**config.mk**
```make
export PLATFORM = sky130hd
export DESIGN_NAME = uart_irq_regs
export DESIGN_NICKNAME = d
export VERILOG_FILES = /design/src/rtl/uart_irq_pkg.sv /design/src/rtl/uart_irq_w1c.sv /design/src/rtl/uart_irq_rxthr.sv /design/src/rtl/uart_irq_regs.sv
export SDC_FILE = /design/constraint.sdc
export NUM_CORES = 1
export LEC_CHECK = 0
export BUFFER_PORTS_ARGS = -buffer_cell sky130_fd_sc_hd__buf_2
export CAP_MARGIN = 20
export CORE_MARGIN = 2
export CORE_UTILIZATION = 46
export DETAILED_ROUTE_END_ITERATION = 10
export PLACE_DENSITY = 0.82
export SYNTH_ARGS = -nofsm -noshare
export SYNTH_HDL_FRONTEND = slang
export SYNTH_HIERARCHICAL = 1
export SYNTH_SLANG_ARGS = --single-unit
```
**constraint.sdc**
```tcl
create_clock -name clk_i -period 3 [get_ports clk_i]
set_input_delay 0.3 -clock clk_i [delete_from_list [all_inputs] [get_ports clk_i]]
set_output_delay 0.3 -clock clk_i [all_outputs]
set_load 0.1 [all_outputs]
```
**src/rtl/uart_irq_pkg.sv**
```systemverilog
package uart_irq_pkg;
  typedef enum logic [2:0] {
    SEL_DATA = 3'd0,
    SEL_LVL  = 3'd1,
    SEL_STAT = 3'd2,
    SEL_CTRL = 3'd3,
    SEL_RATE = 3'd4
  } reg_sel_e;

  localparam int unsigned ST_TX   = 0;
  localparam int unsigned ST_RXTH = 1;
  localparam int unsigned ST_TMO  = 2;
  localparam int unsigned ST_FE   = 3;
  localparam int unsigned ST_BRK  = 4;
  localparam int unsigned ST_OVR  = 5;
  localparam int unsigned ST_TXON = 6;

  localparam int unsigned CT_TXEN  = 5;
  localparam int unsigned CT_RXEN  = 6;
  localparam int unsigned CT_ERREN = 7;
  localparam int unsigned CT_BRK   = 8;
  localparam int unsigned CT_RXSEL = 2;

  localparam logic [31:0] CTRL_MASK = 32'h003F_FFFF;

  localparam int unsigned N_STICKY = 4;
  // sticky slot -> status bit position
  function automatic int unsigned sticky_pos(int unsigned k);
    case (k)
      0:       return ST_TX;
      1:       return ST_FE;
      2:       return ST_BRK;
      default: return ST_OVR;
    endcase
  endfunction
endpackage

```
**src/rtl/uart_irq_w1c.sv**
```systemverilog
module uart_irq_w1c #(
  parameter int unsigned W = 4
) (
  input  logic         clk_i,
  input  logic         rst_ni,
  input  logic [W-1:0] set_i,
  input  logic [W-1:0] clr_i,
  output logic [W-1:0] q_o
);
  for (genvar g = 0; g < W; g++) begin : g_bit
    logic q_q;
    always_ff @(posedge clk_i or negedge rst_ni) begin
      if (!rst_ni)       q_q <= 1'b0;
      else if (set_i[g]) q_q <= 1'b1;   // set wins over clear
      else if (clr_i[g]) q_q <= 1'b0;
    end
    assign q_o[g] = q_q;
  end
endmodule

```
**src/rtl/uart_irq_rxthr.sv**
```systemverilog
module uart_irq_rxthr #(
  parameter int unsigned LVL_W = 8
) (
  input  logic [2:0]       sel_i,
  input  logic [LVL_W-1:0] level_i,
  output logic             hit_o
);
  logic [LVL_W-1:0] thr;
  always_comb begin
    case (sel_i)
      3'd0:    thr = LVL_W'(1);
      3'd1:    thr = LVL_W'(4);
      3'd2:    thr = LVL_W'(8);
      3'd3:    thr = LVL_W'(16);
      3'd4:    thr = LVL_W'(32);
      default: thr = LVL_W'(48);
    endcase
  end
  assign hit_o = (level_i >= thr);
endmodule

```
**src/rtl/uart_irq_regs.sv**
```systemverilog
module uart_irq_regs
  import uart_irq_pkg::*;
#(
  parameter int unsigned LVL_W  = 8,
  parameter int unsigned RATE_W = 8,
  parameter int unsigned DATA_W = 11
) (
  input  logic              clk_i,
  input  logic              rst_ni,
  input  logic [2:0]        addr_i,
  input  logic              wen_i,
  input  logic              ren_i,
  input  logic [31:0]       wdata_i,
  output logic [31:0]       rdata_o,
  input  logic [DATA_W-1:0] rx_data_i,
  input  logic [LVL_W-1:0]  rx_level_i,
  input  logic [LVL_W-1:0]  tx_level_i,
  input  logic              rx_tmo_i,
  input  logic              tx_evt_i,
  input  logic              fe_evt_i,
  input  logic              brk_evt_i,
  input  logic              ovr_evt_i,
  output logic              fifo_rd_o,
  output logic              fifo_wr_o,
  output logic [7:0]        fifo_wdata_o,
  output logic [31:0]       ctrl_o,
  output logic [RATE_W-1:0] rate_o,
  output logic              break_o,
  output logic              irq_o
);
  localparam logic [RATE_W-1:0] RATE_RST = '1;

  reg_sel_e sel;
  assign sel = reg_sel_e'(addr_i);

  logic [31:0]       ctrl_q;
  logic [RATE_W-1:0] rate_q;

  always_ff @(posedge clk_i or negedge rst_ni) begin
    if (!rst_ni) begin
      ctrl_q <= '0;
      rate_q <= RATE_RST;
    end else if (wen_i) begin
      if (sel == SEL_CTRL) ctrl_q <= wdata_i & CTRL_MASK;
      if (sel == SEL_RATE) rate_q <= wdata_i[RATE_W-1:0];
    end
  end

  // sticky event bits
  logic [N_STICKY-1:0] evt_set, evt_clr, evt_q;
  logic                clr_wr;
  assign clr_wr  = wen_i && (sel == SEL_STAT);
  assign evt_set = {ovr_evt_i, brk_evt_i, fe_evt_i, tx_evt_i};
  for (genvar k = 0; k < N_STICKY; k++) begin : g_clr
    assign evt_clr[k] = clr_wr && wdata_i[sticky_pos(k)];
  end

  uart_irq_w1c #(.W(N_STICKY)) u_w1c (
    .clk_i  (clk_i),
    .rst_ni (rst_ni),
    .set_i  (evt_set),
    .clr_i  (evt_clr),
    .q_o    (evt_q)
  );

  logic rx_hit;
  uart_irq_rxthr #(.LVL_W(LVL_W)) u_rxthr (
    .sel_i   (ctrl_q[CT_RXSEL+:3]),
    .level_i (rx_level_i),
    .hit_o   (rx_hit)
  );

  logic [31:0] stat;
  always_comb begin
    stat          = '0;
    stat[ST_TX]   = evt_q[0];
    stat[ST_FE]   = evt_q[1];
    stat[ST_BRK]  = evt_q[2];
    stat[ST_OVR]  = evt_q[3];
    stat[ST_RXTH] = rx_hit;
    stat[ST_TMO]  = rx_tmo_i;
    stat[ST_TXON] = evt_q[0] & ctrl_q[CT_TXEN];
  end

  logic err_irq, rx_irq, tx_irq;
  assign err_irq = ctrl_q[CT_ERREN] & (stat[ST_FE] | stat[ST_BRK] | stat[ST_OVR]);
  assign rx_irq  = ctrl_q[CT_RXEN]  & (stat[ST_RXTH] | stat[ST_TMO]);
  assign tx_irq  = stat[ST_TXON];
  assign irq_o   = err_irq | rx_irq | tx_irq;

  always_comb begin
    case (sel)
      SEL_DATA: rdata_o = 32'(rx_data_i);
      SEL_LVL:  rdata_o = {16'h0, 8'(tx_level_i), 8'(rx_level_i)};
      SEL_STAT: rdata_o = stat;
      SEL_CTRL: rdata_o = ctrl_q;
      SEL_RATE: rdata_o = 32'(rate_q);
      default:  rdata_o = '0;
    endcase
  end

  assign fifo_rd_o    = ren_i && (sel == SEL_DATA);
  assign fifo_wr_o    = wen_i && (sel == SEL_DATA);
  assign fifo_wdata_o = wdata_i[7:0];
  assign ctrl_o       = ctrl_q;
  assign rate_o       = rate_q;
  assign break_o      = ctrl_q[CT_BRK];
endmodule

```
[Word-level counts from Yosys, hierarchy flattened]
Index checks and enable logic that the tools add are counted.
Cells by class
  equal/unequal tests: 8
  muxes and demuxes: 10
  bitwise gates (word level): 8
  order comparisons: 1
  reduce and logical (&&, ||, !) cells: 15
Operators by type and width (number)
  case mux 22 bit (5 select lines): 1
  case mux 6 bit (5 select lines): 1
  == test 3 x 2 -> 1 bit, second input constant: 4
  greater-or-equal comparator 8 x 6 -> 1 bit: 1
  2-to-1 mux 1 bit: 8
  nonzero test 2 bit: 4
  logical AND 1 bit: 7
  == test 3 x 1 -> 1 bit, second input constant: 2
  == test 3 bit, second input constant: 2
  logical NOT 3 bit: 2
  bitwise OR 1 bit: 5
  AND reduction 2 bit: 2
  bitwise AND 1 bit: 3
Word-level totals
  bits in registers: 34
  output and inout port bits: 84
  bits of input ports: 71

[Depth between registers and ports, before layout]
  depth in word-level cells: 7
  depth in mapped cells: 9

[Modules after synthesis]
The synthesis kept the hierarchy.
Modules (own cells, without submodules)
  uart_irq_regs: instances 1, area an instance 2079.5 µm², cells each 187
  uart_irq_w1c: instances 1, area an instance 175.2 µm², cells each 16
  uart_irq_rxthr: instances 1, area an instance 141.4 µm², cells each 19

[Worst setup path before layout]
Ideal clock, no wire load.
  kind: register to output
  start point: register ctrl_q[2], in the netlist ctrl_o[2]
  end point: output port rdata_o[1]
  buffers on the path: 0
  slack: -0.862 ns
  stages on the path, launching flop included: 9
  arrival: 3.562 ns
  path through: dfrtp_1 -> nor2_1 -> or2_2 -> ha_1 -> nand2_1 -> o21ai_1 -> mux2_2 -> a21oi_1 -> o22ai_1
Between the ends
  longest elaborated chain between the ends: 4
  elaborated cells between the ends (all ways): 8
RTL lines
  start: declaration: line uart_irq_regs.sv:36  | logic [31:0] ctrl_q;
  start signal: assignment: line uart_irq_regs.sv:44  | if (sel == SEL_CTRL) ctrl_q <= wdata_i & CTRL_MASK;
  == test 3 bit, or another cell as far along: line uart_irq_rxthr.sv:10  | case (sel_i)
  case mux 6 bit (5 select lines) (*): line uart_irq_rxthr.sv:10
  greater-or-equal comparator 8 x 6 -> 1 bit (*): line uart_irq_rxthr.sv:19  | assign hit_o = (level_i >= thr);
  net rx_hit: line uart_irq_regs.sv:66  | logic rx_hit;
  case mux 22 bit (5 select lines) (*): line uart_irq_regs.sv:92  | case (sel)
  end: declaration: line uart_irq_regs.sv:14  | output logic [31:0] rdata_o,
The timed path passes the listed nets; every way through them passes the cells marked *.

[Final worst setup path]
  start point: register ctrl_q[3], in the netlist ctrl_o[3]
  end point: output port rdata_o[1]
The elaborated chain is that of the path after synthesis.

==> reports/metrics.yaml <==
global_route:
  antenna_found_initial: 0
  grtUsageTotal: 0.220
  grt_pass1_vias: 2027
  grt_pass1_wl_um: 10200
  overflow: 0
  grt_max_degree: 35
floorplan:
  initial_core_util: 0.472
  die_h_um: 76.2
  dieArea_um2: 5800
  row_count: 26
  io-pin-count: 155
  core_um2: 5070
  dieWidth_um: 76.2
placement:
  placed_cells: 391
  pre_cts_ws_ns: 0.257
  hpwl_um: 4670
  port_buffers: 124
  place.gp.congestion: 0.879
finish:
  drive_above_1_share: 0.584
  area_growth_pct: 25.7
  n_antenna_cell: 0
  fin_cells: 399
  nNetsFinal: 404
  fillers: 427
logic_synthesis:
  synthTopCellsByArea: "dfrtp_1 27%, mux2_4 13%, buf_4 10%"
  synth_cells: 222
  synthMuxAreaShare: 0.243
  synth_top_family_by_area: "multiplexers"
  synth_fa_ha_area_frac: 0.0261
  yosysTopAreaCell: "dfrtp_1"
  synth_compound_area_frac: 0.103
  ys_ff_latch: 34
  yosys_warnings: 6
  synth_top_area_frac: 0.272
  synth-simple-area-share: 0.117
  synth_seq_area_share: 0.359
  syn_area_per_cell_um2: 10.8
  netlist_area_um2: 2400
  synth_xor_area_frac: 0
  ys_types: 40
clocking:
  postCtsSetupBuffers: 0
  cts_tree: "done"
  cts_sinks: 34
  clk_path_buf_depth: 2
  clk_latency_ns: 0.28
  cts_buffers: 5
  htree_num_levels: 2
  cts_root_buf: "clkbuf_8"
  clkTransAtPathRegs_ns: 0.07
setup_path:
  r2r_cells: 1
  r2r_end: "ctrl_o[4]$_DFFE_PN0P_"
  end_kind: "output port"
  reg2reg_slack_ns: 2.16
  path_class: "reg2out"
  startpoint_type: "flip-flop"
  arrival_ns: 2.57
  worst_ep_required_time_ns: 2.70
  r2r_start: "ctrl_o[4]$_DFFE_PN0P_"
  critPathMaxFanout: 7
route:
  vias: 2043
  vias_per_cell: 5.12
  drt_pass1_iterations: 4
  drt-total-wl_um: 6330
  wl_per_cell_um: 15.9
  drtIter0Drc: 97
  drc_errors: 0
  ant_nets: 0
outcome:
  outcome: "complete, no violations"
timing:
  period_share: 0.957
  finClkSkew_ns: 0
  finalSetupViolCount: 0
  worstMarginPinSlew_ns: 0.759
  hold_viol: 0
  slew_headroom: 0.494
  setup_ws_ns: 0.130
  tns_ns: 0
  period_minus_slack_ns: 2.87
  clock.fmax_mhz: 348
  finalMaxSlewViolations: 0
job:
  cap_violations: 0
pwr:
  p_per_area_nw_per_um2: 837
  leakage_uw: 0.00159
  ir_worst_vdd_v: 0.000556
min_path:
  hp-class: "in2async"
-- kinds of logic after synthesis --
kind of cell | Yosys count
DFF | 34
buffers and inverters | 53
other | 1
adders and majority gates | 5
muxes | 46
AOI/OAI and AO/OA | 36
and+or+nand+nor | 47
-- how the worst max path moves through the flow --
stage | from | end | slack (ns) | depth (start not counted)
after floorplan | ctrl_o[4]$_DFFE_PN0P_ | rdata_o[1] | -0.07 | 8
after global placement | ctrl_o[3]$_DFFE_PN0P_ | rdata_o[1] | 0.28 | 9
after detailed placement | ctrl_o[3]$_DFFE_PN0P_ | rdata_o[1] | 0.26 | 9
after CTS | ctrl_o[3]$_DFFE_PN0P_ | rdata_o[1] | 0.05 | 9
after global routing | ctrl_o[3]$_DFFE_PN0P_ | rdata_o[1] | -0.02 | 9
final | ctrl_o[3]$_DFFE_PN0P_ | rdata_o[1] | 0.13 | 9
-- power breakdown --
part | switching [uW] | leakage, uW | internal [uW]
combinational | 1240 | 0.00117 | 296
sequential | 91.4 | 0.000381 | 569
clock | 161 | 0.0000395 | 165
total | 1490 | 0.00159 | 1030
-- sequential cells by signal, summed over array words and instances, names as in the netlist --
register,flops
rate_o,8
u_w1c/g_bit.q_q,4
ctrl_o,22
-- repair_timing --
action | 4_1_cts | 5_1_grt
setup endpoints to repair | 1 | 2
resized for setup | 2 | 7
hold buffers | 0 | 0
pin swaps | 0 | 1
endpoints found under the hold margin | 0 | 0
-- cell type report --
class | instances | area, um^2 | area share
multi-input combinational | 154 | 1310 | 0.434
timing repair buffer | 126 | 646 | 0.214
sequential | 34 | 865 | 0.287
inverter | 7 | 26.3 | 0.00872
clock buffer | 8 | 80.1 | 0.0266
tap | 70 | 87.6 | 0.0291
-- synth_stat cells --
master	count
buf_4	33
dfrtp_1	26
mux2_4	20
mux2_2	17
nor2_1	10
and3_1	9
mux2i_1	9
dfstp_2	8
a21oi_1	7
a22oi_1	7
inv_1	7
o22ai_1	7
buf_2	6
nor3b_1	6
a21o_1	5
ha_1	5
nand2_1	5
and2_1	4
buf_6	4
a2bb2oi_1	3
clkbuf_1	3
and2_4	2
nor3_1	2
a2111oi_0	1
a221o_1	1
a31oi_1	1
and2b_1	1
and4bb_2	1
conb_1	1
nand2b_1	1
nand3_1	1
nand3_2	1
nand3b_1	1
nor2b_1	1
o21ai_0	1
o21ai_1	1
o2bb2ai_1	1
o31ai_1	1
or2_2	1
or3b_1	1
-- placed cells by master (no fill, tap or decap), types with 2 or more instances in the layout --
master       n
o22ai_2      4
mux2_4      20
and2_4       2
a22oi_1      7
nor2_1      10
a21oi_1      6
and2_1       4
dfrtp_1     23
buf_2      123
nand3_2      2
a21o_1       5
and3_1       9
dfstp_2      8
conb_1      20
ha_1         5
nor3b_1      6
buf_4        2
mux2i_1      9
dfrtp_2      3
clkbuf_1     3
mux2_2      17
clkbuf_8     5
inv_1        7
a2bb2oi_1    3
nand2_1      5
o22ai_1      2
-- layer usage --
layer / up-vias / GRT usage / wire (um)
li1: 943 / - / -
met1: 986 / 0.284 / 2750
met2: 108 / 0.370 / 3050
met3: 6 / 0.0533 / 476
met4: 0 / 0.0618 / 59
met5: - / 0 / 0
-- critical path, stage by stage (launching register included) --
cell and delay (ns):
dfrtp_2 0.46, nor3_2 0.21, ha_1 0.25, or3b_1 0.34
a31oi_1 0.17, o21ai_1 0.11, mux2_2 0.31, a21oi_4 0.15
o22ai_4 0.09, buf_8 0.19
-- stage by stage --
step	util	power (uW)	cell area [um^2]	hold WS [ns]
2_1_floorplan	-	1990	2510	0.00441
3_3_place_gp	0.572	2170	2900	0.406
3_5_place_dp	0.572	2190	2900	0.422
4_1_cts	0.589	2520	2990	0.115
5_1_grt	0.593	2620	3010	0.146
6_report	0.593	2520	3010	0.0841
No activity file was read; power rests on OpenSTA's default activity.
